**src/rtl/lpf_pkg.sv**
```systemverilog
package lpf_pkg;
  localparam int OCTET_W = 8;

  typedef enum logic {
    SEQ_IDLE = 1'b0,
    SEQ_SEND = 1'b1
  } seq_state_t;

  function automatic int idx_width(input int n);
    return (n > 1) ? $clog2(n) : 1;
  endfunction
endpackage

```
**src/rtl/lpf_collector.sv**
```systemverilog
module lpf_collector #(
  parameter int SMP_W = 12,
  parameter int N_SMP = 20
) (
  input  logic                    clk,
  input  logic                    rst_n,
  input  logic                    in_valid,
  output logic                    in_ready,
  input  logic [SMP_W-1:0]        in_sample,
  input  logic                    load,
  output logic                    frame_valid,
  output logic [N_SMP*SMP_W-1:0]  frame_bus
);
  localparam int CNT_W = $clog2(N_SMP + 1);
  localparam logic [CNT_W-1:0] FULL_CNT = CNT_W'(N_SMP);
  localparam logic [CNT_W-1:0] LAST_CNT = CNT_W'(N_SMP - 1);

  logic [CNT_W-1:0] cnt_q, cnt_d;
  logic [SMP_W-1:0] buf_q [N_SMP];
  logic [SMP_W-1:0] buf_d [N_SMP];
  logic             take;

  assign frame_valid = (cnt_q == FULL_CNT);
  assign in_ready    = !frame_valid;
  assign take        = in_valid && in_ready;

  always_comb begin
    cnt_d = cnt_q;
    buf_d = buf_q;
    if (load) begin
      cnt_d = '0;
    end else if (take) begin
      buf_d[cnt_q] = in_sample;
      cnt_d        = cnt_q + 1'b1;
    end
  end

  always_ff @(posedge clk or negedge rst_n) begin
    if (!rst_n) begin
      cnt_q <= '0;
    end else begin
      cnt_q <= cnt_d;
    end
  end

  // Storage has no reset; its clock enable is written out.
  always_ff @(posedge clk) begin
    if (take) begin
      buf_q <= buf_d;
    end
  end

  // Sample 0 sits at the most significant end of the flattened frame.
  for (genvar i = 0; i < N_SMP; i++) begin : g_flat
    assign frame_bus[(N_SMP-1-i)*SMP_W +: SMP_W] = buf_q[i];
  end

  p_no_overflow_r2: assert property (@(posedge clk) disable iff (!rst_n)
    cnt_q <= FULL_CNT);

  p_fill_r3: assert property (@(posedge clk) disable iff (!rst_n)
    (in_valid && in_ready && cnt_q == LAST_CNT) |=> frame_valid);

  p_hold_r2: assert property (@(posedge clk) disable iff (!rst_n)
    (frame_valid && !load) |=> (frame_valid && $stable(frame_bus)));

  p_load_full_r3: assert property (@(posedge clk) disable iff (!rst_n)
    load |-> frame_valid);
endmodule

```
**src/rtl/lpf_packer.sv**
```systemverilog
module lpf_packer #(
  parameter int SMP_W   = 12,
  parameter int SPL     = 5,
  parameter int LANES   = 4,
  parameter int LANE_W  = 64
) (
  input  logic [SPL*LANES*SMP_W-1:0] frame_bus,
  output logic [LANES*LANE_W-1:0]    lane_words
);
  localparam int N_SMP   = SPL * LANES;
  localparam int PAYLOAD = SPL * SMP_W;
  localparam int PAD     = LANE_W - PAYLOAD;

  for (genvar l = 0; l < LANES; l++) begin : g_lane
    logic [PAYLOAD-1:0] payload;
    assign payload = frame_bus[(N_SMP - SPL*(l+1))*SMP_W +: PAYLOAD];
    if (PAD > 0) begin : g_pad
      assign lane_words[l*LANE_W +: LANE_W] = {payload, {PAD{1'b0}}};
    end else begin : g_nopad
      assign lane_words[l*LANE_W +: LANE_W] = payload;
    end
  end
endmodule

```
**src/rtl/lpf_sequencer.sv**
```systemverilog
module lpf_sequencer
  import lpf_pkg::*;
#(
  parameter int LANES    = 4,
  parameter int LANE_W   = 64,
  parameter int K_FRAMES = 16
) (
  input  logic                          clk,
  input  logic                          rst_n,
  input  logic                          frame_valid,
  input  logic [LANES*LANE_W-1:0]       lane_words,
  output logic                          load,
  input  logic                          out_ready,
  output logic                          out_valid,
  output logic [LANES*OCTET_W-1:0]      out_octets,
  output logic                          out_sof,
  output logic                          out_mf_end
);
  localparam int N_OCT = LANE_W / OCTET_W;
  localparam int IDX_W = idx_width(N_OCT);
  localparam int FRM_W = idx_width(K_FRAMES);
  localparam int PAD   = LANE_W - ((LANE_W / OCTET_W) * OCTET_W);
  localparam logic [IDX_W-1:0] LAST_IDX = IDX_W'(N_OCT - 1);
  localparam logic [FRM_W-1:0] LAST_FRM = FRM_W'(K_FRAMES - 1);

  seq_state_t               st_q, st_d;
  logic [IDX_W-1:0]         idx_q, idx_d;
  logic [FRM_W-1:0]         frm_q, frm_d;
  logic [LANES*LANE_W-1:0]  word_q;
  logic                     xfer, last_xfer;

  assign out_valid = (st_q == SEQ_SEND);
  assign xfer      = out_valid && out_ready;
  assign last_xfer = xfer && (idx_q == LAST_IDX);
  assign load      = frame_valid && (!out_valid || last_xfer);

  always_comb begin
    st_d  = st_q;
    idx_d = idx_q;
    frm_d = frm_q;
    if (last_xfer) begin
      frm_d = (frm_q == LAST_FRM) ? '0 : frm_q + 1'b1;
    end
    if (load) begin
      st_d  = SEQ_SEND;
      idx_d = '0;
    end else if (last_xfer) begin
      st_d  = SEQ_IDLE;
      idx_d = '0;
    end else if (xfer) begin
      idx_d = idx_q + 1'b1;
    end
  end

  always_ff @(posedge clk or negedge rst_n) begin
    if (!rst_n) begin
      st_q  <= SEQ_IDLE;
      idx_q <= '0;
      frm_q <= '0;
    end else begin
      st_q  <= st_d;
      idx_q <= idx_d;
      frm_q <= frm_d;
    end
  end

  always_ff @(posedge clk) begin
    if (load) begin
      word_q <= lane_words;
    end
  end

  for (genvar l = 0; l < LANES; l++) begin : g_oct
    logic [LANE_W-1:0] shifted;
    assign shifted = word_q[l*LANE_W +: LANE_W] << (OCTET_W * idx_q);
    assign out_octets[l*OCTET_W +: OCTET_W] = shifted[LANE_W-1 -: OCTET_W];
  end

  assign out_sof    = out_valid && (idx_q == '0);
  assign out_mf_end = out_valid && (idx_q == LAST_IDX) && (frm_q == LAST_FRM);

  p_hold_r7: assert property (@(posedge clk) disable iff (!rst_n)
    (out_valid && !out_ready) |=> (out_valid && $stable(out_octets) && $stable(idx_q)));

  p_next_sof_r10: assert property (@(posedge clk) disable iff (!rst_n)
    (last_xfer && frame_valid) |=> (out_valid && out_sof));

  p_mf_wrap_r9: assert property (@(posedge clk) disable iff (!rst_n)
    (xfer && out_mf_end) |=> (frm_q == '0));

  p_sof_step_r8: assert property (@(posedge clk) disable iff (!rst_n)
    (xfer && out_sof && !last_xfer) |=> (out_valid && !out_sof));

  for (genvar l = 0; l < LANES; l++) begin : g_chk
    localparam int PB = 64 - 5 * 12;  // pad width of the default lane layout
    if (PAD == 0 && LANE_W == 64) begin : g_padchk
      p_pad_zero_r6: assert property (@(posedge clk) disable iff (!rst_n)
        (out_valid && idx_q == LAST_IDX) |-> (out_octets[l*OCTET_W +: PB] == '0));
    end
  end
endmodule

```
**src/rtl/lane_pack_framer.sv**
```systemverilog
module lane_pack_framer #(
  parameter int SMP_W        = 12,
  parameter int SMP_PER_LANE = 5,
  parameter int LANES        = 4,
  parameter int K_FRAMES     = 16
) (
  input  logic                 clk,
  input  logic                 rst_n,
  input  logic                 in_valid,
  output logic                 in_ready,
  input  logic [SMP_W-1:0]     in_sample,
  input  logic                 out_ready,
  output logic                 out_valid,
  output logic [LANES*8-1:0]   out_octets,
  output logic                 out_sof,
  output logic                 out_mf_end
);
  localparam int N_SMP   = SMP_PER_LANE * LANES;
  localparam int PAYLOAD = SMP_PER_LANE * SMP_W;
  localparam int LANE_W  = ((PAYLOAD + 7) / 8) * 8;

  logic [1:0]                  rst_sync_q;
  logic                        rst_int_n;
  logic                        load, frame_valid;
  logic [N_SMP*SMP_W-1:0]      frame_bus;
  logic [LANES*LANE_W-1:0]     lane_words;

  always_ff @(posedge clk or negedge rst_n) begin
    if (!rst_n) begin
      rst_sync_q <= '0;
    end else begin
      rst_sync_q <= {rst_sync_q[0], 1'b1};
    end
  end
  assign rst_int_n = rst_sync_q[1];

  lpf_collector #(.SMP_W(SMP_W), .N_SMP(N_SMP)) u_collect (
    .clk(clk), .rst_n(rst_int_n), .in_valid(in_valid), .in_ready(in_ready),
    .in_sample(in_sample), .load(load), .frame_valid(frame_valid),
    .frame_bus(frame_bus)
  );

  lpf_packer #(.SMP_W(SMP_W), .SPL(SMP_PER_LANE), .LANES(LANES),
               .LANE_W(LANE_W)) u_pack (
    .frame_bus(frame_bus), .lane_words(lane_words)
  );

  lpf_sequencer #(.LANES(LANES), .LANE_W(LANE_W), .K_FRAMES(K_FRAMES)) u_seq (
    .clk(clk), .rst_n(rst_int_n), .frame_valid(frame_valid),
    .lane_words(lane_words), .load(load), .out_ready(out_ready),
    .out_valid(out_valid), .out_octets(out_octets), .out_sof(out_sof),
    .out_mf_end(out_mf_end)
  );

  p_idle_reset_r1: assert property (@(posedge clk) disable iff (!rst_int_n)
    $rose(rst_int_n) |-> (in_ready && !out_valid));
endmodule

```
**config.mk**
```make
export PLATFORM = sky130hd
export DESIGN_NAME = lane_pack_framer
export DESIGN_NICKNAME = d
export VERILOG_FILES = /design/src/rtl/lpf_pkg.sv /design/src/rtl/lpf_collector.sv /design/src/rtl/lpf_packer.sv /design/src/rtl/lpf_sequencer.sv /design/src/rtl/lane_pack_framer.sv
export SDC_FILE = /design/constraint.sdc
export NUM_CORES = 1
export LEC_CHECK = 0
export BUFFER_PORTS_ARGS = -buffer_cell sky130_fd_sc_hd__clkbuf_2
export CAP_MARGIN = 30
export CORE_ASPECT_RATIO = 0.9
export CORE_UTILIZATION = 30
export DETAILED_ROUTE_END_ITERATION = 8
export GPL_ROUTABILITY_DRIVEN = 0
export PLACE_DENSITY = 0.41
export SLEW_MARGIN = 5
export SYNTH_ARGS = -nofsm -noshare
export SYNTH_HDL_FRONTEND = slang
export SYNTH_SLANG_ARGS = --single-unit
```
**constraint.sdc**
```tcl
create_clock -name clk -period 2.2 [get_ports clk]
set_clock_uncertainty 0.1 [all_clocks]
set_input_delay 0.11 -clock clk [delete_from_list [all_inputs] [get_ports clk]]
set_output_delay 0.11 -clock clk [all_outputs]
set_load 0.02 [all_outputs]
```
# Word level (Yosys, flattened, before mapping)

Cells that the tools add are included.

Bits in registers: 495
Input port bits: 16
Output and inout bits: 36
Word-level logic and storage cells: 67

Add/subtract/negate cells: 3
Order comparisons: 2
Equality and inequality tests: 3
Shifts and indexed selects: 4
Multiplexer cells: 11
Bitwise logic cells: 2
Reduce and logical (&&, ||, !) cells: 16

Operators with widths:

| operator                                           | count |
|---|---|
| << shifter 64 x 6 -> 64 bit                        | 4 |
| bitwise mux 240 bit                                | 1 |
| demux 12 bit (select 5 bit)                        | 1 |
| 2-to-1 mux 12 bit                                  | 1 |
| 2-to-1 mux 5 bit                                   | 2 |
| 2-to-1 mux 3 bit                                   | 3 |
| logical AND 1 bit                                  | 8 |
| >= comparator 6 bit, second input constant         | 1 |
| < comparator 6 x 1 -> 1 bit, second input constant | 1 |
| NOT 5 -> 6 bit                                     | 1 |
| adder 5 x 1 -> 5 bit, second input constant        | 1 |
| == test 5 bit, second input constant               | 1 |
| adder 4 x 1 -> 4 bit, second input constant        | 1 |
| == test 4 bit, second input constant               | 1 |
| 2-to-1 mux 4 bit                                   | 1 |
| nonzero test 2 bit                                 | 2 |
| adder 3 x 1 -> 3 bit, second input constant        | 1 |
| == test 3 bit, second input constant               | 1 |
| logical NOT 3 bit                                  | 1 |
| nonzero test 3 bit                                 | 1 |
| logical NOT 1 bit                                  | 2 |
| 2-to-1 mux 1 bit                                   | 2 |
| AND reduction 2 bit                                | 1 |
| logical OR 1 bit                                   | 1 |
| NOT 1 bit                                          | 1 |

# Longest topological paths before layout

Gate-level depths: netlist of run 1.

Depth in word-level cells: 6
Depth in mapped cells: 6
Depth with buffers taken out: 5

# Cells and area by module

A second synthesis of run 1 with hierarchy kept.

Cell total of the unflattened synthesis: 1045
Area, all modules: 19726.4 um^2

Modules (own cells, without submodules):

| module           | times used | cells each | area an instance (um^2) | seq. area each (um^2) |
|---|---|---|---|---|
| lpf_sequencer    | 1          | 476        | 10044.6                 | 7887.6 |
| lpf_collector    | 1          | 309        | 7702.4                  | 7332.0 |
| lpf_packer       | 1          | 257        | 1925.6                  | 0.0 |
| lane_pack_framer | 1          | 3          | 53.8                    | 50.0 |

# Least setup slack after synthesis of run 1

No wires, ideal clock.

Path kind: register -> register
Start point: register u_collect.cnt_q[0]
End point: register u_seq.word_q[100] (enable)
Library setup time: 0.845 ns
Data arrival time: 11.126 ns
Required time: 1.255 ns
Path slack: -9.871 ns
Stages on the path, launching flop included: 5
Buffers on the path: 0
Period minus slack after synthesis: 12.071 ns
Path through: dfrtp_1 inv_1 ha_1 nand4b_2 nor2_1

Word-level cells in the longest chain between the ends: 2

RTL lines:

| element                | RTL line               | text |
|---|---|---|
| start, declared        | lpf_collector.sv:18    | `logic [CNT_W-1:0] cnt_q, cnt_d;` |
| start signal, assigned | lpf_collector.sv:42    | `cnt_q <= cnt_d;` |
| == test 5 bit          | lpf_collector.sv:23    | `assign frame_valid = (cnt_q == FULL_CNT);` |
| logical AND 1 bit      | lpf_sequencer.sv:35    | `assign load = frame_valid && (!out_valid \|\| last_xfer);` |
| net load               | lane_pack_framer.sv:24 | `logic load, frame_valid;` |
| end signal, assigned   | lpf_sequencer.sv:69    | `word_q <= lane_words;` |
| end, declared          | lpf_sequencer.sv:29    | `logic [LANES*LANE_W-1:0] word_q;` |

The timed path passes the listed nets, and every way through them passes these cells.
A chain may end at the register's enable or synchronous reset.

# Final worst setup path of run 1

Start point: register u_seq.idx_q[0]
End point: output out_octets[13]

Word-level cells in the longest chain between the ends: 1

RTL lines:

| element                     | RTL line               | text |
|---|---|---|
| start, declared             | lpf_sequencer.sv:27    | `logic [IDX_W-1:0] idx_q, idx_d;` |
| start signal, assigned      | lpf_sequencer.sv:62    | `idx_q <= idx_d;` |
| << shifter 64 x 6 -> 64 bit | lpf_sequencer.sv:75    | `assign shifted = word_q[l*LANE_W +: LANE_W] << (OCTET_W * idx_q);` |
| end, declared               | lane_pack_framer.sv:14 | `output logic [LANES*8-1:0] out_octets,` |

Every way passes these cells.

==> results of run 1 <==
worst max-delay path by stage:
stage / start / endpoint / slack (ns) / cells after the start
after global placement: u_seq.idx_q[0]$_DFFE_PN0P_ / u_seq.word_q[165]$_DFFE_PP_ / 0.13 / 5
after detailed placement: u_seq.idx_q[1]$_DFFE_PN0P_ / u_seq.word_q[189]$_DFFE_PP_ / 0.13 / 5
final: u_seq.idx_q[0]$_DFFE_PN0P_ / out_octets[13] / -0.40 / 5
after floorplan: u_collect.cnt_q[0]$_DFFE_PN0P_ / u_seq.word_q[100]$_DFFE_PP_ / -2.81 / 4
after CTS: u_seq.idx_q[0]$_DFFE_PN0P_ / out_octets[13] / -0.45 / 5
after global routing: u_seq.idx_q[0]$_DFFE_PN0P_ / out_octets[26] / -0.47 / 7
final cells by class:
cell class | instances | area (um2)
Clock buffer | 63 | 1360
Clock inverter | 30 | 270
Fill cell | 5153 | 34800
Inverter | 6 | 26.3
Multi-Input combinational cell | 207 | 2430
Sequential cell | 495 | 14800
Tap cell | 756 | 946
Timing Repair Buffer | 135 | 1500
logic make-up after synthesis:
family | share of synthesized area, %
other | 0.0218
AND/OR/NAND/NOR | 1.84
buffers and inverters | 0.881
XOR/XNOR | 0.0510
multiplexers | 8.76
adder cells (fa/ha/maj) | 0.583
AO/OA/AOI/OAI | 1.79
flip-flops | 86.1
through the flow:
| step | setup WS [ns] | util [%] | cell area, um2 | setup TNS [ns] | instances |
|---|---|---|---|---|---|
| CTS | -0.451 | 37.2 | 20900 | -13.49 | 1676 |
| global placement | 0.134 | 33.6 | 18900 | 0 | 1563 |
| detailed placement | 0.125 | 33.6 | 18900 | 0 | 1563 |
| floorplan | -2.81 | - | 17200 | -674.02 | 734 |
| global route | -0.472 | 38.0 | 21300 | -14.42 | 1692 |
| finish | -0.403 | 38.0 | 21300 | -11.43 | 1692 |
Yosys cell counts, drive strengths merged, types with 4 or more instances:
cell / count
mux4: 48
a22oi: 16
edfxtp: 480
inv: 5
nand2: 11
a21oi: 18
dfrtp: 15
mux2: 35
nor3: 4
ha: 8
nor2: 32
clkbuf: 15
buf: 11
critical path: stages (launching register included):
cell and delay (ns):
sky130_fd_sc_hd__dfrtp_4 0.49, sky130_fd_sc_hd__buf_12 0.19, sky130_fd_sc_hd__buf_12 0.14, sky130_fd_sc_hd__mux4_2 0.49, sky130_fd_sc_hd__mux2_2 0.32, sky130_fd_sc_hd__clkbuf_2 0.17
routing by layer:
metal  share of wire, %  GRT usage, %  wire length [um]
met1                 45          17.7             17600
met2                 49          21.6             18900
met3                4.1          2.51              1590
met4                2.0          4.22               789
met5                  0             0                 0
report_power, final:
| group | internal (mW) | total (mW) | switching [mW] | leakage, nW |
|---|---|---|---|---|
| clock network | 4.97 | 8.46 | 3.49 | 0.794 |
| registers | 11.1 | 11.4 | 0.258 | 4.50 |
| logic | 3.54 | 7.29 | 3.74 | 1.67 |
state kept, by name (all words and copies together), names as in the netlist:
signal / flops
rst_sync_q: 2
u_collect.cnt_q: 5
u_collect.frame_bus: 240
u_seq.frm_q: 4
u_seq.idx_q: 3
u_seq.out_valid: 1
u_seq.word_q: 240
repair_timing:
item                                   CTS  global route
hold buffers                             6             0
buffers inserted                        12             9
setup endpoints to repair               34           142
endpoints found under the hold margin   37             0
resized for setup                       30            73
pin swaps                                1             3
gates cloned                             2             8
==> key figures, run 1 <==
Power and ir drop
  – Design Power: 27.1 mW
  – Pwr Density: 1270 nW/um2
  – Reported leakage power: 6.97 nW
  – Max VDD drop: 0.000682 V

Worst setup path
  – Minimum setup slack among reg-to-reg paths: 0.13 ns
  – Classification of the worst setup path: reg -> out
  – CP Capture Type: output pin
  – Worst Reg2Reg Path Length in Cells: 7
  – Maximum fanout count along the critical path: 6
  – Kind of start point of the critical path: flop
  – CP required: 1.99 ns
  – FF-to-FF End: u_seq.word_q[254]$_DFFE_PP_
  – Data arrival, critical path: 2.39 ns
  – Startpoint of the lowest-slack register-to-register path: u_seq.idx_q[0]$_DFFE_PN0P_

Synthesis
  – Synth async-reset ratio: 3.03%
  – Post-synthesis cell area: 17200 um2
  – Yosys warnings: 0
  – Cell type contributing the most total cell area after synthesis: sky130_fd_sc_hd__edfxtp_1
  – Number of instances in the synthesized netlist: 734
  – Syn Nets: 758
  – Area share of the largest cell type after synthesis: 83.9%
  – Synthesized area divided by synthesized cell count: 23.4 um2
  – Main synth FF type: sky130_fd_sc_hd__edfxtp_1
  – Number of synthesized flops with an enable pin: 480
  – Fraction of the yosys area taken by sequential cells: 86.1%
  – Synth area leaders: sky130_fd_sc_hd__edfxtp_1 (84%), sky130_fd_sc_hd__mux4_2 (6.3%), sky130_fd_sc_hd__mux2_2 (2.3%)
  – Synthesized flop and latch total: 495
  – Count of cell types in the netlist: 39

Detailed routing
  – Remaining DRCs: 0
  – Via count normalized by instance count: 4.44
  – Total wire length after detailed routing: 38900 um
  – Violation count after the first detailed-routing iteration: 540
  – Mean routed wirelength per cell: 23.0 um
  – Final ANT Viol Nets: 0
  – Vias: 7513
  – DRT Pass-1 Iters: 5

STA
  – Setup repair after global routing missed its margin: true
  – Slew margin rel.: 48.0%
  – Hold violation count in the final report: 0
  – Post-layout minimum cycle time: 2.60 ns
  – Share of the cycle needed by the critical path after routing: 118%
  – Worst-case hold slack: 0.0717 ns
  – Setup slack after layout: -0.403 ns
  – Worst slew pin tran: 0.780 ns
  – Final setup violation count: 34
  – Highest clock frequency the design can meet: 0.384 GHz
  – Final number of max-transition violations: 0

Floorplanning
  – Area of the placeable core: 56100 um2
  – Effective utilization at floorplan: 30.6%
  – Row count: 82
  – Die Span X: 254 um
  – Height of the die: 229 um
  – Num ports: 52
  – Die footprint: 58200 um2

Final layout
  – Most common cell after layout, fill and taps aside: sky130_fd_sc_hd__edfxtp_1
  – Syn-to-layout area delta: 24.1%
  – Diode count: 0
  – Highest-count cells in the layout ignoring fill and taps: sky130_fd_sc_hd__edfxtp_1 (480), sky130_fd_sc_hd__clkbuf_16 (61), sky130_fd_sc_hd__mux4_2 (48)
  – Share of layout cells above drive strength 1: 34.3%
  – Number of nets in the layout: 920

Clocking
  – TritonCTS clock tree: built
  – Clock Pin Slew Worst Setup and Hold Paths: 0.06 ns
  – TritonCTS Sinks: 495
  – Latest clock arrival within the worst-skew pair: 0.59 ns
  – H-tree level count: 2
  – Maximum clock insertion buffer count: 3
  – Clock root buffer master: sky130_fd_sc_hd__clkbuf_16
  – Num CTS Buffers: 51

Hold path
  – Startpoint of the most critical hold path: in_sample[11]
  – Worst hold endpoint: u_collect.frame_bus[239]$_DFFE_PP_
  – Hold Path Class: in -> reg
  – Instance count along the most critical hold path: 1

Run
  – Max capacitance violation total: 0

Outcome
  – Violations in the final reports: negative setup slack
  – Run status: finished, violations left

Global routing
  – Number of global-route vias before repair: 7852
  – Largest net degree at the start of global routing: 61
  – First-pass GRT wire length: 54400 um
  – GRT overflow: 0
  – Initial antenna violation count: 0
  – GRT Util Overall: 13.2%

Placed design
  – HPWL after detailed placement: 20200 um
  – Quantity of I/O buffers inserted on ports: 51
Power figures use the tool's default switching activity.
==> run 2: changes to the inputs <==
Settings changed: CELL_PAD_IN_SITES_DETAIL_PLACEMENT set to 1, CELL_PAD_IN_SITES_GLOBAL_PLACEMENT set to 2, PLACE_DENSITY 0.41 to 0.49.
==> run 2 against run 1 <==
  * Global-route usage increased by 1.0 points
  * Combinational power increased by 1%
  * Cell count decreased by 0.71%
  * Flip-flop and latch count unchanged
  * Total power increased by 1.4%
  * Fmax increased by 1.8%
  * Non-clock buffer count decreased by 11
  * Sequential share of layout area about the same
  * Hold slack improved by 0.020 ns
  * The flow still finishes with violations (negative setup slack)
  * Register-to-register slack got worse by 0.03 ns
  * Via count increased by 1.4%
==> key figures, run 2 (synthesized netlist as in run 1, its figures left out) <==
Clocking
  – Clock root buffer master: sky130_fd_sc_hd__clkbuf_16
  – Clock Pin Slew Worst Setup and Hold Paths: 0.06 ns (about the same)
  – TritonCTS Sinks: 495 (unchanged)
  – Maximum clock insertion buffer count: 3 (unchanged)
  – Num CTS Buffers: 51 (unchanged)
  – Latest clock arrival within the worst-skew pair: 0.60 ns (about the same)
  – H-tree level count: 2 (unchanged)
  – TritonCTS clock tree: built

Global routing
  – GRT Util Overall: 14.2% (+1.0 points)
  – Number of global-route vias before repair: 8451 (+7.6%)
  – GRT overflow: 0 (unchanged)
  – Initial antenna violation count: 2 (+2)
  – Largest net degree at the start of global routing: 59 (-3.3%)
  – First-pass GRT wire length: 58500 um (+7.5%)

Placed design
  – Area after DPL: 18800 um2 (-0.55%)
  – Quantity of I/O buffers inserted on ports: 51 (unchanged)
  – Placed Instances: 1562 (-0.064%)
  – HPWL after detailed placement: 21400 um (+6.0%)
  – Worst slack after detailed placement: -0.0225 ns (-0.148 ns)

STA
  – Share of the cycle needed by the critical path after routing: 116% (-2.0 points)
  – Worst slew pin tran: 0.847 ns (+0.0667 ns)
  – Setup repair after global routing missed its margin: true
  – Slew margin rel.: 43.6% (-4.4 points)
  – Highest clock frequency the design can meet: 0.391 GHz (+1.8%)
  – Post-layout minimum cycle time: 2.56 ns (-0.0449 ns)
  – Final setup violation count: 34 (unchanged)
  – Worst-case hold slack: 0.0913 ns (+0.0196 ns)
  – Hold violation count in the final report: 0 (unchanged)
  – Final number of max-transition violations: 0 (unchanged)
  – Setup slack after layout: -0.358 ns (+0.0449 ns)

Power and ir drop
  – Reported leakage power: 6.94 nW (-0.39%)
  – Comb power frac: 26.8% (about the same)
  – Power share of the clock group: 31.9% (+0.7 points)
  – Sw Ratio: 27.8% (+0.16 points)
  – Pwr Density: 1290 nW/um2 (+1.4%)
  – Int Power: 19.9 mW (+1.2%)
  – Design Power: 27.5 mW (+1.4%)
  – Net switching power figure: 7.65 mW (+2.0%)
  – Sequential Power Share: 41.4% (-0.5 points)
  – Max VDD drop: 0.000713 V (+4.6%)

Detailed routing
  – DRT Pass-1 Iters: 4 (-1)
  – Vias: 7620 (+1.4%)
  – Final ANT Viol Nets: 0 (unchanged)
  – Mean routed wirelength per cell: 24.1 um (+5.0%)
  – Total wire length after detailed routing: 40500 um (+4.2%)
  – Via count normalized by instance count: 4.54 (+2.1%)
  – Violation count after the first detailed-routing iteration: 470 (-13%)
  – Remaining DRCs: 0 (unchanged)

Final layout
  – Number of nets in the layout: 910 (-1.1%)
  – FF+latch area: 14800 um2 (unchanged)
  – Filler cells: 5330 (+3.4%)
  – Highest-count cells in the layout ignoring fill and taps: sky130_fd_sc_hd__edfxtp_1 (480), sky130_fd_sc_hd__clkbuf_16 (53), sky130_fd_sc_hd__mux4_2 (48)
  – Post-route cell area: 21300 um2 (about the same)
  – Most common cell after layout, fill and taps aside: sky130_fd_sc_hd__edfxtp_1
  – Share of layout cells above drive strength 1: 35.2% (+0.88 points)
  – Diode count: 0 (unchanged)
  – Syn-to-layout area delta: 24.2% (about the same)
  – Non-filler instance count after layout: 1680 (-0.71%)
  – Multi-input gate area in the final layout: 2490 um2 (+2.6%)

Floorplanning
  – Height of the die: 229 um (unchanged)
  – Num ports: 52 (unchanged)
  – Effective utilization at floorplan: 30.6% (unchanged)
  – Die footprint: 58200 um2 (unchanged)
  – Die Span X: 254 um (unchanged)
  – Area of the placeable core: 56100 um2 (unchanged)
  – Row count: 82 (unchanged)

Worst setup path
  – Maximum fanout count along the critical path: 8 (+2)
  – CP required: 1.99 ns (about the same)
  – Classification of the worst setup path: reg -> out
  – Data arrival, critical path: 2.35 ns (-0.04 ns)
  – Minimum setup slack among reg-to-reg paths: 0.10 ns (-0.03 ns)
  – Kind of start point of the critical path: flop
  – CP Capture Type: output pin

Run
  – Max capacitance violation total: 0 (unchanged)

Hold path
  – Hold Path Class: in -> reg

Outcome
  – Run status: finished, violations left
  – Violations in the final reports: negative setup slack
run 2: changes by cell type in the layout (fill, tap and decap cells not counted), sizes merged:
cell,change
buf,-14
bufbuf,+2
bufinv,+3
clkinv,-2
dlygate4sd3,-2
nor2,+1
run 2: area by class of cell:
type / count / share of cell area (%)
clock buffers: 60 / 6.14
clock inverters: 31 / 1.80
inverters: 6 / 0.106
multi-input cells: 208 / 11.7
flip-flops and latches: 495 / 69.3
well taps: 756 / 4.43
repair buffers: 124 / 6.49
run 2: path summary, 6_finish.rpt:
path,cells after the start,startpoint,to
min in group asynchronous,0,rst_sync_q[1]$_DFF_PN0_,u_collect.cnt_q[0]$_DFFE_PN0P_
min reg2reg,0,rst_sync_q[1]$_DFF_PN0_,u_collect.cnt_q[0]$_DFFE_PN0P_
max in group asynchronous,0,rst_sync_q[1]$_DFF_PN0_,u_seq.idx_q[0]$_DFFE_PN0P_
max,5,u_seq.idx_q[0]$_DFFE_PN0P_,out_octets[23]
max reg2reg,8,u_seq.idx_q[0]$_DFFE_PN0P_,u_seq.word_q[6]$_DFFE_PP_
min,1,in_sample[7],u_collect.frame_bus[43]$_DFFE_PP_
run 2: worst max-delay path, stage by stage (launching register included):
cell and delay (ns):
sky130_fd_sc_hd__dfrtp_4 0.47, sky130_fd_sc_hd__buf_12 0.17, sky130_fd_sc_hd__buf_6 0.13, sky130_fd_sc_hd__mux4_2 0.49, sky130_fd_sc_hd__mux2_4 0.31, sky130_fd_sc_hd__clkbuf_4 0.17
run 2: metrics by stage:
stage	utilization (%)	setup TNS (ns)
6_report	38.0	-9.69
5_1_grt	38.0	-13.09
4_1_cts	37.7	-12.18
3_5_place_dp	33.5	-1.10
3_3_place_gp	33.5	0
2_1_floorplan	-	-674.02
run 2: metal layers:
layer / up-vias / part of all wire, % / global-route usage, %
met2: 155 / 51 / 24.4
met4: 0 / 2.0 / 4.48
met5: - / 0 / 0
li1: 3311 / - / -
met3: 59 / 3.8 / 2.36
met1: 4095 / 43 / 18.3
run 2: power groups by stage:
stage	combinational [mW]	sequential (mW)	clock, mW
2_1_floorplan	3.55	11.5	0
3_3_place_gp	5.70	11.5	0
3_5_place_dp	5.79	11.6	0
4_1_cts	7.26	11.4	9.04
5_1_grt	7.88	11.4	9.38
6_report	7.36	11.4	8.76
run 2: repair_timing:
item,4_1_cts,5_1_grt
buffers inserted,9,4
hold endpoints to repair,14,0
endpoints found under the setup margin,103,157
pin swaps,11,5
cloned,8,3
resized for setup,87,38
hold buffers,4,0
==> run 3: changes to the inputs <==
Settings changed: CAP_MARGIN 30 to not set, PLACE_DENSITY 0.49 to 0.51.
Clock period 2.2 ns to 2.15 ns, I/O delays scaled along.
==> run 3 against run 2 <==
  * Highest routed layer unchanged
  * Wire length shrank 4.0%
  * Non-clock buffer count increased by 6
  * Flip-flop and latch count did not move
  * The run still ends with negative setup slack left
  * Hold slack lost 0.038 ns
  * First-iteration DRC count fell by 2.6%
  * Setup slack worse by 0.086 ns
  * Largest cell class unchanged
  * Critical endpoint is now out_octets[14]
  * Clock power shrank 2%
  * Total power up 3.3%
  * Largest power group unchanged
  * Critical path type unchanged
  * Via count is 0.33% lower
==> key figures, run 3 (synthesized netlist as in run 1, its figures left out) <==
Global routing
  – Global Route met3 Usage: 2.44% (+0.080 points)
  – First-pass GRT wire length: 56800 um (-2.9%)
  – Gr busiest metal: met2
  – Met2 usage in global routing: 22.7% (-1.7 points)
  – GRT overflow: 0 (unchanged)
  – GRT Util Overall: 13.7% (-0.50 points)
  – Largest net degree at the start of global routing: 67 (+14%)
  – Initial antenna violation count: 2 (unchanged)
  – Number of global-route vias before repair: 8228 (-2.6%)
  – Met1 track utilization from global routing: 18.5% (+0.19 points)

Worst setup path
  – Cell chain of the critical path: buf_12 -> buf_16 -> buf_8 -> mux4_2 -> mux2_4 -> buf_8
  – CP bufs+invs: 4 (+1)
  – Minimum setup slack among reg-to-reg paths: 0.10 ns (about the same)
  – Number of cells on the critical path: 6 (+1)
  – Classification of the worst setup path: reg -> out
  – CP most frequent cell: sky130_fd_sc_hd__buf_8
  – Critical path's slowest cell: sky130_fd_sc_hd__dfrtp_4
  – Maximum fanout count along the critical path: 5 (-3)
  – FF-to-FF End: u_seq.word_q[158]$_DFFE_PP_
  – Data arrival, critical path: 2.39 ns (+0.04 ns)
  – Kind of start point of the critical path: flop
  – Crit-path max cell delay: 0.51 ns (+0.02 ns)
  – Cell type group with the largest total delay on the critical path: multiplexers
  – CP Capture Type: output pin
  – Startpoint of the lowest-slack register-to-register path: u_seq.idx_q[0]$_DFFE_PN0P_
  – CP required: 1.94 ns (-0.05 ns)
  – Worst Reg2Reg Path Length in Cells: 6 (-2)
  – Critical path startpoint: u_seq.idx_q[0]$_DFFE_PN0P_

Power and ir drop
  – Pwr Density: 1320 nW/um2 (+2.4%)
  – Sw Ratio: 27.9% (+0.14 points)
  – Design Power: 28.4 mW (+3.3%)
  – Net switching power figure: 7.94 mW (+3.8%)
  – Max VDD drop: 0.000650 V (-8.8%)
  – Int Power: 20.5 mW (+3.1%)
  – Reported leakage power: 7.03 nW (+1.3%)
  – Sequential Power Share: 40.8% (-0.6 points)
  – Power share of the clock group: 30.2% (-1.7 points)
  – Comb power frac: 29.0% (+2.2 points)

Outcome
  – Run status: finished, violations left
  – Violations in the final reports: negative setup slack

Clocking
  – Maximum clock insertion buffer count: 3 (unchanged)
  – TritonCTS Sinks: 495 (unchanged)
  – Clock root buffer master: sky130_fd_sc_hd__clkbuf_16
  – TritonCTS clock tree: built
  – H-tree level count: 2 (unchanged)
  – Clock Pin Slew Worst Setup and Hold Paths: 0.06 ns (about the same)
  – Num CTS Buffers: 52 (+2.0%)
  – Latest clock arrival within the worst-skew pair: 0.60 ns (about the same)

Detailed routing
  – Via count normalized by instance count: 4.50 (-0.74%)
  – Final ANT Viol Nets: 0 (unchanged)
  – Violation count after the first detailed-routing iteration: 458 (-2.6%)
  – DRT Pass-1 Iters: 4 (unchanged)
  – Remaining DRCs: 0 (unchanged)
  – Total wire length after detailed routing: 38900 um (-4.0%)
  – Vias: 7595 (-0.33%)
  – Mean routed wirelength per cell: 23.1 um (-4.4%)

Floorplanning
  – Height of the die: 229 um (unchanged)
  – Area of the placeable core: 56100 um2 (unchanged)
  – Die footprint: 58200 um2 (unchanged)
  – Die Span X: 254 um (unchanged)
  – Effective utilization at floorplan: 30.6% (unchanged)
  – Row count: 82 (unchanged)
  – Num ports: 52 (unchanged)

STA
  – Worst slew pin tran: 0.794 ns (-0.0521 ns)
  – Hold violation count in the final report: 0 (unchanged)
  – Setup repair after global routing missed its margin: true
  – Final setup violation count: 34 (unchanged)
  – Setup slack after layout: -0.444 ns (-0.0861 ns)
  – Post-layout minimum cycle time: 2.59 ns
  – Highest clock frequency the design can meet: 0.386 GHz
  – Slew margin rel.: 47.0% (+3.5 points)
  – Final number of max-transition violations: 0 (unchanged)
  – Worst-case hold slack: 0.0536 ns (-0.0377 ns)
  – Share of the cycle needed by the critical path after routing: 121%

Placed design
  – Quantity of I/O buffers inserted on ports: 51 (unchanged)
  – HPWL after detailed placement: 20500 um (-4.4%)
  – Area after DPL: 18900 um2 (+0.72%)

Final layout
  – Diode count: 0 (unchanged)
  – Syn-to-layout area delta: 25.3%
  – Most common cell after layout, fill and taps aside: sky130_fd_sc_hd__edfxtp_1
  – Highest-count cells in the layout ignoring fill and taps: sky130_fd_sc_hd__edfxtp_1 (480), sky130_fd_sc_hd__clkbuf_16 (54), sky130_fd_sc_hd__mux4_2 (48)
  – Number of nets in the layout: 916 (+0.66%)
  – Post-route cell area: 21500 um2 (+0.87%)
  – Share of layout cells above drive strength 1: 36.0% (+0.81 points)

Hold path
  – Startpoint of the most critical hold path: in_sample[11]
  – Hold Path Class: in -> reg
  – Worst hold endpoint: u_collect.frame_bus[239]$_DFFE_PP_
  – Instance count along the most critical hold path: 1 (unchanged)

Run
  – Max capacitance violation total: 0 (unchanged)
## run 3: changes by cell type in the layout (fill, tap and decap cells not counted), sizes merged
cell	before	now
inv	6	7
nor2	33	32
clkbuf	100	89
bufinv	8	4
clkinv	20	21
dlygate4sd3	4	5
buf	78	98
## run 3: what timing repair did
item                                   in CTS  in global routing
setup buffers                              14                  5
gates cloned                                6                  2
endpoints found under the hold margin      34                  0
pin swaps                                  10                 13
hold buffers                                5                  0
resized for setup                          99                 80
setup endpoints to repair                  69                100
## run 3: cell type report
class,instances,area (um2)
fill,5371,34600
sequential,495,14800
multi-input combinational,207,2550
timing repair buffer,130,1580
clock buffer,64,1350
tap,756,946
clock inverter,29,273
inverter,6,25.0
## run 3: worst max-delay path by stage
stage / end / slack [ns]
floorplan: u_seq.word_q[100]$_DFFE_PP_ / -2.86
global placement: u_seq.word_q[254]$_DFFE_PP_ / -0.01
detailed placement: u_seq.word_q[254]$_DFFE_PP_ / -0.006
CTS: out_octets[14] / -0.51
global route: out_octets[14] / -0.52
finish: out_octets[14] / -0.44
## run 3: power groups by stage
stage | combinational (mW) | clock [mW] | sequential, mW
global route | 8.77 | 9.25 | 11.7
CTS | 7.80 | 8.89 | 11.6
global placement | 6.14 | 0 | 11.8
detailed placement | 6.14 | 0 | 11.8
finish | 8.23 | 8.59 | 11.6
floorplan | 3.64 | 0 | 11.8
## run 3: stage by stage
stage	TNS [ns]	std cells	worst slack, ns	util (%)
CTS	-14.56	1684	-0.513	37.9
detailed placement	-0.0981	1570	-0.00585	33.7
global placement	-0.349	1570	-0.0119	33.7
finish	-12.02	1687	-0.444	38.3
floorplan	-686.15	734	-2.86	-
global route	-14.54	1687	-0.518	38.3
## run 3: per-layer routing
layer,vias up,routed length (um)
li1,3320,-
met1,4068,17400
met4,0,710
met3,59,1630
met5,-,0
met2,148,19200
